==> src/rtl/awr_pkg.sv <==
package awr_pkg;
  localparam int unsigned DLY_W = 4;  // holds 3 ticks * 4 divided clocks

  function automatic logic [DLY_W-1:0] dly_clocks(input logic [1:0] ticks, input logic [1:0] div);
    return DLY_W'(ticks) * (DLY_W'(div) + DLY_W'(1));
  endfunction
endpackage

==> src/rtl/awr_wait_sync.sv <==
module awr_wait_sync #(
  parameter int unsigned STAGES = 2
) (
  input  logic clk_i,
  input  logic rst_ni,
  input  logic d_i,
  output logic q_o
);
  logic [STAGES-1:0] sync_q;

  always_ff @(posedge clk_i or negedge rst_ni) begin
    if (!rst_ni) sync_q <= '0;
    else         sync_q <= {sync_q[STAGES-2:0], d_i};
  end

  assign q_o = sync_q[STAGES-1];
endmodule

==> src/rtl/awr_unfreeze_dly.sv <==
module awr_unfreeze_dly
  import awr_pkg::*;
(
  input  logic       clk_i,
  input  logic       rst_ni,
  input  logic       launch_i,
  input  logic [1:0] ticks_i,
  input  logic [1:0] div_i,
  output logic       hold_o
);
  logic [DLY_W-1:0] rem_q;
  logic [DLY_W-1:0] len;

  assign len    = dly_clocks(ticks_i, div_i);
  // launch clock is the first held clock
  assign hold_o = (launch_i && len != '0) || rem_q != '0;

  always_ff @(posedge clk_i or negedge rst_ni) begin
    if (!rst_ni)                       rem_q <= '0;
    else if (launch_i && len != '0)    rem_q <= len - DLY_W'(1);
    else if (rem_q != '0)              rem_q <= rem_q - DLY_W'(1);
  end
endmodule

==> src/rtl/awr_strobe_win.sv <==
module awr_strobe_win #(
  parameter int unsigned CNT_W = 6
) (
  input  logic             en_i,
  input  logic [CNT_W-1:0] cnt_i,
  input  logic [CNT_W-1:0] on_i,
  input  logic [CNT_W-1:0] off_i,
  output logic             out_o
);
  assign out_o = en_i && (cnt_i >= on_i) && (cnt_i < off_i);
endmodule

==> src/rtl/awr_wait_seq.sv <==
module awr_wait_seq #(
  parameter int unsigned CNT_W       = 6,
  parameter int unsigned DATA_W      = 16,
  parameter int unsigned SYNC_STAGES = 2
) (
  input  logic              clk_i,
  input  logic              rst_ni,
  input  logic              start_i,
  input  logic [CNT_W-1:0]  wr_access_i,
  input  logic [CNT_W-1:0]  cycle_time_i,
  input  logic [CNT_W-1:0]  cs_on_i,
  input  logic [CNT_W-1:0]  cs_off_i,
  input  logic [CNT_W-1:0]  we_on_i,
  input  logic [CNT_W-1:0]  we_off_i,
  input  logic              wait_mon_en_i,
  input  logic              wait_pol_i,
  input  logic [1:0]        extra_dly_i,
  input  logic [1:0]        clk_div_i,
  input  logic [DATA_W-1:0] data_i,
  input  logic              wait_i,
  output logic              cs_o,
  output logic              we_o,
  output logic              data_oe_o,
  output logic [DATA_W-1:0] data_o,
  output logic              done_o
);
  localparam int unsigned NUM_WIN = 2;

  logic              busy_q, done_q, frz_prev_q;
  logic [CNT_W-1:0]  cnt_q;
  logic [DATA_W-1:0] data_q;
  logic              wait_s, act_s, frz_wait, launch, hold, frz, last;

  awr_wait_sync #(.STAGES(SYNC_STAGES)) i_sync (
    .clk_i(clk_i), .rst_ni(rst_ni), .d_i(wait_i), .q_o(wait_s)
  );

  assign act_s    = wait_s ~^ wait_pol_i;
  assign frz_wait = wait_mon_en_i && busy_q && (cnt_q >= wr_access_i) && act_s;
  assign launch   = frz_prev_q && !frz_wait;

  awr_unfreeze_dly i_dly (
    .clk_i(clk_i), .rst_ni(rst_ni), .launch_i(launch),
    .ticks_i(extra_dly_i), .div_i(clk_div_i), .hold_o(hold)
  );

  assign frz  = frz_wait || hold;
  assign last = busy_q && !frz && (cnt_q == cycle_time_i - CNT_W'(1));

  always_ff @(posedge clk_i or negedge rst_ni) begin
    if (!rst_ni) begin
      busy_q     <= 1'b0;
      done_q     <= 1'b0;
      frz_prev_q <= 1'b0;
      cnt_q      <= '0;
      data_q     <= '0;
    end else begin
      done_q     <= 1'b0;
      frz_prev_q <= frz_wait;
      if (!busy_q) begin
        if (start_i) begin
          busy_q <= 1'b1;
          cnt_q  <= '0;
          data_q <= data_i;
        end
      end else if (!frz) begin
        if (last) begin
          busy_q <= 1'b0;
          done_q <= 1'b1;
          cnt_q  <= '0;
        end else begin
          cnt_q  <= cnt_q + CNT_W'(1);
        end
      end
    end
  end

  logic [NUM_WIN-1:0][CNT_W-1:0] win_on, win_off;
  logic [NUM_WIN-1:0]            win_out;
  assign win_on  = {we_on_i, cs_on_i};
  assign win_off = {we_off_i, cs_off_i};

  for (genvar g = 0; g < NUM_WIN; g++) begin : g_win
    awr_strobe_win #(.CNT_W(CNT_W)) i_win (
      .en_i(busy_q), .cnt_i(cnt_q), .on_i(win_on[g]), .off_i(win_off[g]), .out_o(win_out[g])
    );
  end

  assign cs_o      = win_out[0];
  assign we_o      = win_out[1];
  assign data_oe_o = busy_q;
  assign data_o    = busy_q ? data_q : '0;
  assign done_o    = done_q;
endmodule

==> config.mk <==
export PLATFORM = sky130hd
export DESIGN_NAME = awr_wait_seq
export DESIGN_NICKNAME = d
export VERILOG_FILES = /design/src/rtl/awr_pkg.sv /design/src/rtl/awr_wait_sync.sv /design/src/rtl/awr_unfreeze_dly.sv /design/src/rtl/awr_strobe_win.sv /design/src/rtl/awr_wait_seq.sv
export SDC_FILE = /design/constraint.sdc
export NUM_CORES = 1
export LEC_CHECK = 0
export BUFFER_PORTS_ARGS = -buffer_cell sky130_fd_sc_hd__buf_2
export CAP_MARGIN = 25
export CORE_MARGIN = 1
export CORE_UTILIZATION = 50
export CTS_CLUSTER_SIZE = 24
export DETAILED_ROUTE_END_ITERATION = 8
export PLACE_DENSITY = 0.8
export SETUP_SLACK_MARGIN = 0.4
export SLEW_MARGIN = 20
export SYNTH_ARGS = -nofsm -noshare
export SYNTH_HDL_FRONTEND = slang
export SYNTH_HIERARCHICAL = 1
export SYNTH_SLANG_ARGS = --single-unit
==> constraint.sdc <==
create_clock -name clk_i -period 7.7 [get_ports clk_i]
set_clock_uncertainty 0.2 [all_clocks]
set_input_delay 1.155 -clock clk_i [delete_from_list [all_inputs] [get_ports clk_i]]
set_output_delay 1.155 -clock clk_i [all_outputs]
set_load 0.01 [all_outputs]
==> results.yml, run 1 <==
routing:
  num_vias: 2288
  viasPerCell: 5.13
  wl_per_cell_um: 12.3
  maxUsedRoutingLayer: "met4"
  drt-total-wl_um: 5480
  ant_nets: 0
  route.detailed.drc: 0
  drt-met1-wl_um: 2500
  routed-wl-met3_um: 307
  drt_iter0_drc: 78
  dr.pass1.iters: 4
  wl_met2_um: 2590
setup_path:
  worst_ep_required_time_ns: 6.34
  critPathArrivalTime_ns: 2.19
  crit_path_end_kind: "primary output"
  crit_end: "we_o"
  cp_max_fo: 2
  timing.rr.end: "cnt_q[2]$_DFFE_PN0P_"
  critPathKind: "in -> out"
  r2r-start: "cnt_q[0]$_DFFE_PN0P_"
  crit_path_start: "we_on_i[5]"
  ff2ff_path_depth: 13
  r2r_setup_slack_ns: 4.50
  start_kind: "input pin"
final_layout:
  fillers: 425
  diodes: 0
  syn_to_final_growth_pct: 21.6
  finish.net_count: 474
  fin_util: 0.639
  final_area_um2: 3060
  layout-drive-gt1-share: 0.264
synthesis:
  syn_inst: 297
  synth_nets: 393
  synth-simple-area-share: 0.279
  synth_area_leader_cell: "dfrtp_1"
  synth-main-ff-cell: "dfrtp_1"
  synth_top_family_by_area: "simple AND/OR/NAND/NOR gates"
  ys_warn_count: 6
  synth_fa_ha_area_frac: 0.172
  synth-seq-cells: 31
  yosysSeqAreaShare: 0.308
  yosys.cell_types.count: 45
  synth_top_area_frac: 0.308
  synthArstFlopShare: 1.00
  synth-xor-area-share: 0.0313
  synth_edf_count: 0
  synthTopCellsByArea: "dfrtp_1 31%, ha_1 16%, nand2_1 9.1%"
  syn_area_um2: 2520
  synthMuxAreaShare: 0.00796
  synth_compound_area_frac: 0.138
  syn_area_per_cell_um2: 8.47
job:
  drv_cap: 0
sta:
  post-route-period-util: 0.460
  finalCriticalPeriod_ns: 3.54
  finalSetupViolCount: 0
  tightest_slew_ns: 0.784
  grt_setup_unrepaired: "no"
  max_clock_freq_mhz: 282
  finalHoldViolations: 0
  maxSlewViolCount: 0
  fin_tns_setup_ns: 0
  hold_ws_ns: 0.162
  timing.slew.headroom: 0.477
clock_tree:
  cts-root-buf: "clkbuf_8"
  clk_latency_ns: 0.28
  cts.clk_slew.worst_paths_ns: 0.06
  cts_resized: 0
  cts_buffers: 5
  holdBufCountCts: 0
  post_cts_buffers: 0
  htree_levels: 2
  cts_max_path_buffers: 2
  cts_tree: "yes"
  clock_sinks: 31
power_and_ir_drop:
  intPower_mw: 0.456
  power.share.clock: 0.159
  powerDensity_nw_per_um2: 251
  power_switching_mw: 0.313
  ir_drop_v: 0.000182
  leakage_nw: 1.72
  p_total_mw: 0.769
  seqPwrFrac: 0.366
  power_switching_share: 0.408
  power_frac_comb: 0.476
hold_path:
  hold_path_class: "reg -> reg"
die:
  start_util: 0.526
  fp.dieH_um: 72.9
  core_um2: 4790
  die_x_um: 72.9
  pin_count: 82
  std_cell_rows: 25
  die_area_um2: 5320
placement:
  routabilityCongestion: 0.883
  placed_cell_area_um2: 2980
  placement.io_buffers: 81
  dp_hpwl_um: 4150
global_route:
  track_usage: 0.223
  grt_pass1_vias: 2272
  grt_max_degree: 32
  gr-total-overflow: 0
  grt_antenna_before_repair: 0
  grt_pass1_wl_um: 9390
run_status:
  status: "complete, no violations"
cells by family after synthesis:
family / after synthesis
DFF: 31
xor gates and xnor gates: 9
adders and majority gates: 34
AOI/OAI and AO/OA: 50
and+or+nand+nor: 129
muxes: 2
buffers and inverters: 42
metrics by stage:
| stage | setup slack [ns] | instances |
|---|---|---|
| after floorplan | 4.18 | 297 |
| after global placement | 4.04 | 438 |
| after detailed placement | 3.90 | 438 |
| after CTS | 4.15 | 446 |
| after global routing | 3.96 | 446 |
| final | 4.16 | 446 |
cells in the mapped netlist, types with 2 or more instances:
master / number
and2_1: 18
a21o_1: 2
nand2_1: 61
nand3_1: 2
nand3b_1: 2
a211o_1: 2
nand2b_1: 5
and3_1: 4
xnor2_1: 8
o21ai_0: 10
ha_1: 33
nor4_1: 5
clkbuf_1: 6
nor3b_2: 4
o21ai_1: 6
inv_1: 35
nand4_1: 3
nor2b_1: 5
mux2i_1: 2
o2111ai_1: 4
o21a_1: 4
dfrtp_1: 31
nor2_1: 8
nor3_1: 6
a21oi_1: 11
per-layer routing:
metal	up-vias	global-route usage
li1	1166	-
met4	0	0.0697
met5	-	0
met2	85	0.386
met1	1027	0.281
met3	10	0.0414
area by class of cell:
class	instances	area, um2	area share
Multi-Input combinational cell	224	1580	0.517
Sequential cell	31	776	0.254
Timing Repair Buffer	81	405	0.133
Inverter	35	131	0.0429
Tap cell	67	83.8	0.0274
Clock buffer	7	76.3	0.0249
Clock inverter	1	5.00	0.00164
cells in the final DEF, fill, tap and decap left out, drive strengths merged, types with 3 or more instances in the layout:
cell type / n
clkbuf: 7
o2111ai: 5
nor4: 7
o21a: 4
ha: 33
nand2b: 5
xnor2: 8
nand4: 3
o21ai: 17
nor3b: 4
a21oi: 11
dfrtp: 31
nor2: 8
nor3: 6
and2: 19
and3: 4
buf: 81
nor2b: 6
inv: 35
nand2: 61
worst min-delay path by stage:
stage | cells after the start | from | slack [ns] | end
6_report | 0 | i_sync/sync_q[0]$_DFF_PN0_ | 0.16 | i_sync/sync_q[1]$_DFF_PN0_
5_1_grt | 0 | i_sync/sync_q[0]$_DFF_PN0_ | 0.17 | i_sync/sync_q[1]$_DFF_PN0_
4_1_cts | 0 | i_sync/sync_q[0]$_DFF_PN0_ | 0.17 | i_sync/sync_q[1]$_DFF_PN0_
3_5_place_dp | 0 | i_sync/sync_q[0]$_DFF_PN0_ | 0.15 | i_sync/sync_q[1]$_DFF_PN0_
3_3_place_gp | 0 | i_sync/sync_q[0]$_DFF_PN0_ | 0.13 | i_sync/sync_q[1]$_DFF_PN0_
2_1_floorplan | 0 | i_sync/sync_q[0]$_DFF_PN0_ | 0.13 | i_sync/sync_q[1]$_DFF_PN0_
worst max-delay path, stage by stage:
cell     delay, ns
buf_2         0.08
inv_1         0.04
ha_1          0.28
a211o_1       0.29
a21oi_1       0.15
nor3b_2       0.06
buf_2         0.14
state kept, by name, summed over array words and instances, names as in the netlist:
register and count:
done_o 1, i_dly/rem_q 4, cnt_q 6, data_q 16, data_oe_o 1, frz_prev_q 1
i_sync/sync_q 2
power groups by stage:
stage                     combinational, mW  clock [mW]  sequential, mW
after CTS                             0.368       0.124           0.282
final                                 0.366       0.122           0.281
after detailed placement              0.364           0           0.285
after floorplan                       0.265           0           0.264
after global placement                0.351           0           0.282
after global routing                  0.426       0.129           0.292
Power figures use the tool's default switching activity.
==> inputs of run 2 (changes only) <==
Clock period 7.7 ns to 3.4 ns, I/O delays scaled along.
==> run 2 against run 1 <==
Net effect: register-to-register slack got worse by 3.9 ns; clock power increased to 2.8 times the previous value; sequential share of layout area decreased by 0.91 points; worst hold slack got worse by 0.086 ns; sequential cell count unchanged; via count increased by 2.1%; total power increased by 140%; core utilization increased by 2.6 points; global-route usage increased by 1.2 points; clock-buffer cell count decreased by 1; design area increased by 4.0%; cell count increased by 1.6%; largest cell class unchanged.
==> results.yml, run 2 (synthesized netlist as in run 1, its figures left out) <==
setup_path:
  slowest_delay_ns: 0.41
  ff2ff_path_depth: 12
  worst_ep_required_time_ns: 3.36
  crit_path_end_kind: "flop"
  crit_chain: "ha_1 -> a21o_1 -> nand3_1 -> nand2_1 -> o21a_1 -> nor2b_2 -> o21ai_2 -> nand2_1 -> nor2b_4 -> o2111a_1 -> nor3_1 -> nor4_1"
  cp_max_fo: 7
  critPathArrivalTime_ns: 2.74
  critPathKind: "reg -> reg"
  crit_path_start: "cnt_q[3]$_DFFE_PN0P_"
  r2r-start: "cnt_q[3]$_DFFE_PN0P_"
  r2r_setup_slack_ns: 0.62
  start_kind: "flop"
  crit_end: "cnt_q[2]$_DFFE_PN0P_"
  cp_common_cell: "nand2_1"
  timing.rr.end: "cnt_q[2]$_DFFE_PN0P_"
  slowest_stage: "dfrtp_1"
final_layout:
  syn_to_final_growth_pct: 26.5
  final_area_um2: 3180
  top_register: "data_q"
  layout_common_cells: "81 x buf_2, 61 x nand2_1, 35 x inv_1, 33 x ha_1, 29 x dfrtp_1"
  final_common_cell: "buf_2"
  largest_register_ffs: 16
  finish.net_count: 482
  final_cells: 453
  largestRegisters: "data_q x16, cnt_q x6, i_dly/rem_q x4"
  fin_util: 0.665
  diodes: 0
  layout-drive-gt1-share: 0.301
  fillers: 400
clock_tree:
  htree_levels: 2
  cts_max_path_buffers: 2
  cts_buffers: 5
  clock_sinks: 31
  clk_latency_ns: 0.27
  cts-root-buf: "clkbuf_8"
  cts_tree: "yes"
  cts.clk_slew.worst_paths_ns: 0.07
die:
  start_util: 0.526
  pin_count: 82
  std_cell_rows: 25
  die_x_um: 72.9
  core_um2: 4790
  die_area_um2: 5320
  fp.dieH_um: 72.9
placement:
  dp_hpwl_um: 4180
  routabilityCongestion: 0.905
  dp.cells: 443
  placement.io_buffers: 81
  placed_cell_area_um2: 3020
sta:
  hold_ws_ns: 0.0753
  finalCriticalPeriod_ns: 2.78
  fin_tns_setup_ns: 0
  post-route-period-util: 0.819
  tightest_slew_ns: 0.779
  timing.slew.headroom: 0.481
  maxSlewViolCount: 0
  grt_setup_unrepaired: "no"
  max_clock_freq_mhz: 359
  finalSetupViolCount: 0
  finalHoldViolations: 0
global_route:
  grt_max_degree: 32
  track_usage: 0.235
  grt_pass1_wl_um: 9790
  grt_antenna_before_repair: 0
  gr-total-overflow: 0
  grt_pass1_vias: 2290
routing:
  wl_per_cell_um: 12.3
  drt-total-wl_um: 5590
  drt_iter0_drc: 98
  dr.pass1.iters: 4
  ant_nets: 0
  route.detailed.drc: 0
  viasPerCell: 5.15
  num_vias: 2335
power_and_ir_drop:
  powerDensity_nw_per_um2: 588
  leakage_nw: 1.77
  ir_drop_v: 0.000433
hold_path:
  hold_path_class: "in -> async"
job:
  drv_cap: 0
run_status:
  status: "complete, no violations"
run 2: changes by cell type in the layout (fill, tap and decap cells not counted), sizes merged:
cell    change
clkinv      -1
buf         +8
clkbuf      -1
bufinv      +1
run 2: per-stage QoR:
step                power [mW]  setup WS [ns]
floorplan                 1.20          0.487
global placement          1.44          0.372
detailed placement        1.48          0.282
CTS                       1.83          0.419
global route              2.05          0.385
finish                    1.87          0.616
run 2: timing repair:
action                     CTS  global route
hold buffers                 0             0
gates resized for setup      0            10
setup buffers                0             3
setup endpoints to repair    0             8
run 2: area by class of cell:
type / instances / area (um2) / area share
flip-flops and latches: 31 / 778 / 0.244
well taps: 67 / 83.8 / 0.0263
inverters: 35 / 131 / 0.0413
clock inverters: 1 / 30.0 / 0.00943
repair buffers: 89 / 465 / 0.146
multi-input cells: 224 / 1620 / 0.509
clock buffers: 6 / 72.6 / 0.0228
run 2: worst min path at each step:
stage | startpoint | to | depth (start not counted)
after floorplan | rst_ni | cnt_q[0]$_DFFE_PN0P_ | 0
after global placement | i_sync/sync_q[0]$_DFF_PN0_ | i_sync/sync_q[1]$_DFF_PN0_ | 0
after detailed placement | i_sync/sync_q[0]$_DFF_PN0_ | i_sync/sync_q[1]$_DFF_PN0_ | 0
after CTS | rst_ni | cnt_q[1]$_DFFE_PN0P_ | 1
after global routing | rst_ni | data_q[3]$_DFFE_PN0P_ | 1
final | rst_ni | frz_prev_q$_DFF_PN0_ | 1
run 2: layer usage:
metal | up-vias | global-route usage | wire length, um
li1 | 1180 | - | -
met1 | 1047 | 0.291 | 2520
met2 | 91 | 0.412 | 2650
met3 | 17 | 0.0483 | 294
met4 | 0 | 0.0697 | 136
met5 | - | 0 | 0
run 2: critical path, delay by kind of cell, from the launching register on:
| family | cells | cell delay [ns] |
|---|---|---|
| flip-flops | 1 | 0.41 |
| AND/OR/NAND/NOR | 7 | 1.04 |
| AO/OA/AOI/OAI | 4 | 0.72 |
| adder cells (fa/ha/maj) | 1 | 0.31 |
run 2: power by group:
group | switching [mW] | total (mW) | internal [mW]
Clock | 0.125 | 0.339 | 0.214
Combinational | 0.498 | 0.930 | 0.432
Sequential | 0.101 | 0.603 | 0.502
Total | 0.724 | 1.87 | 1.15
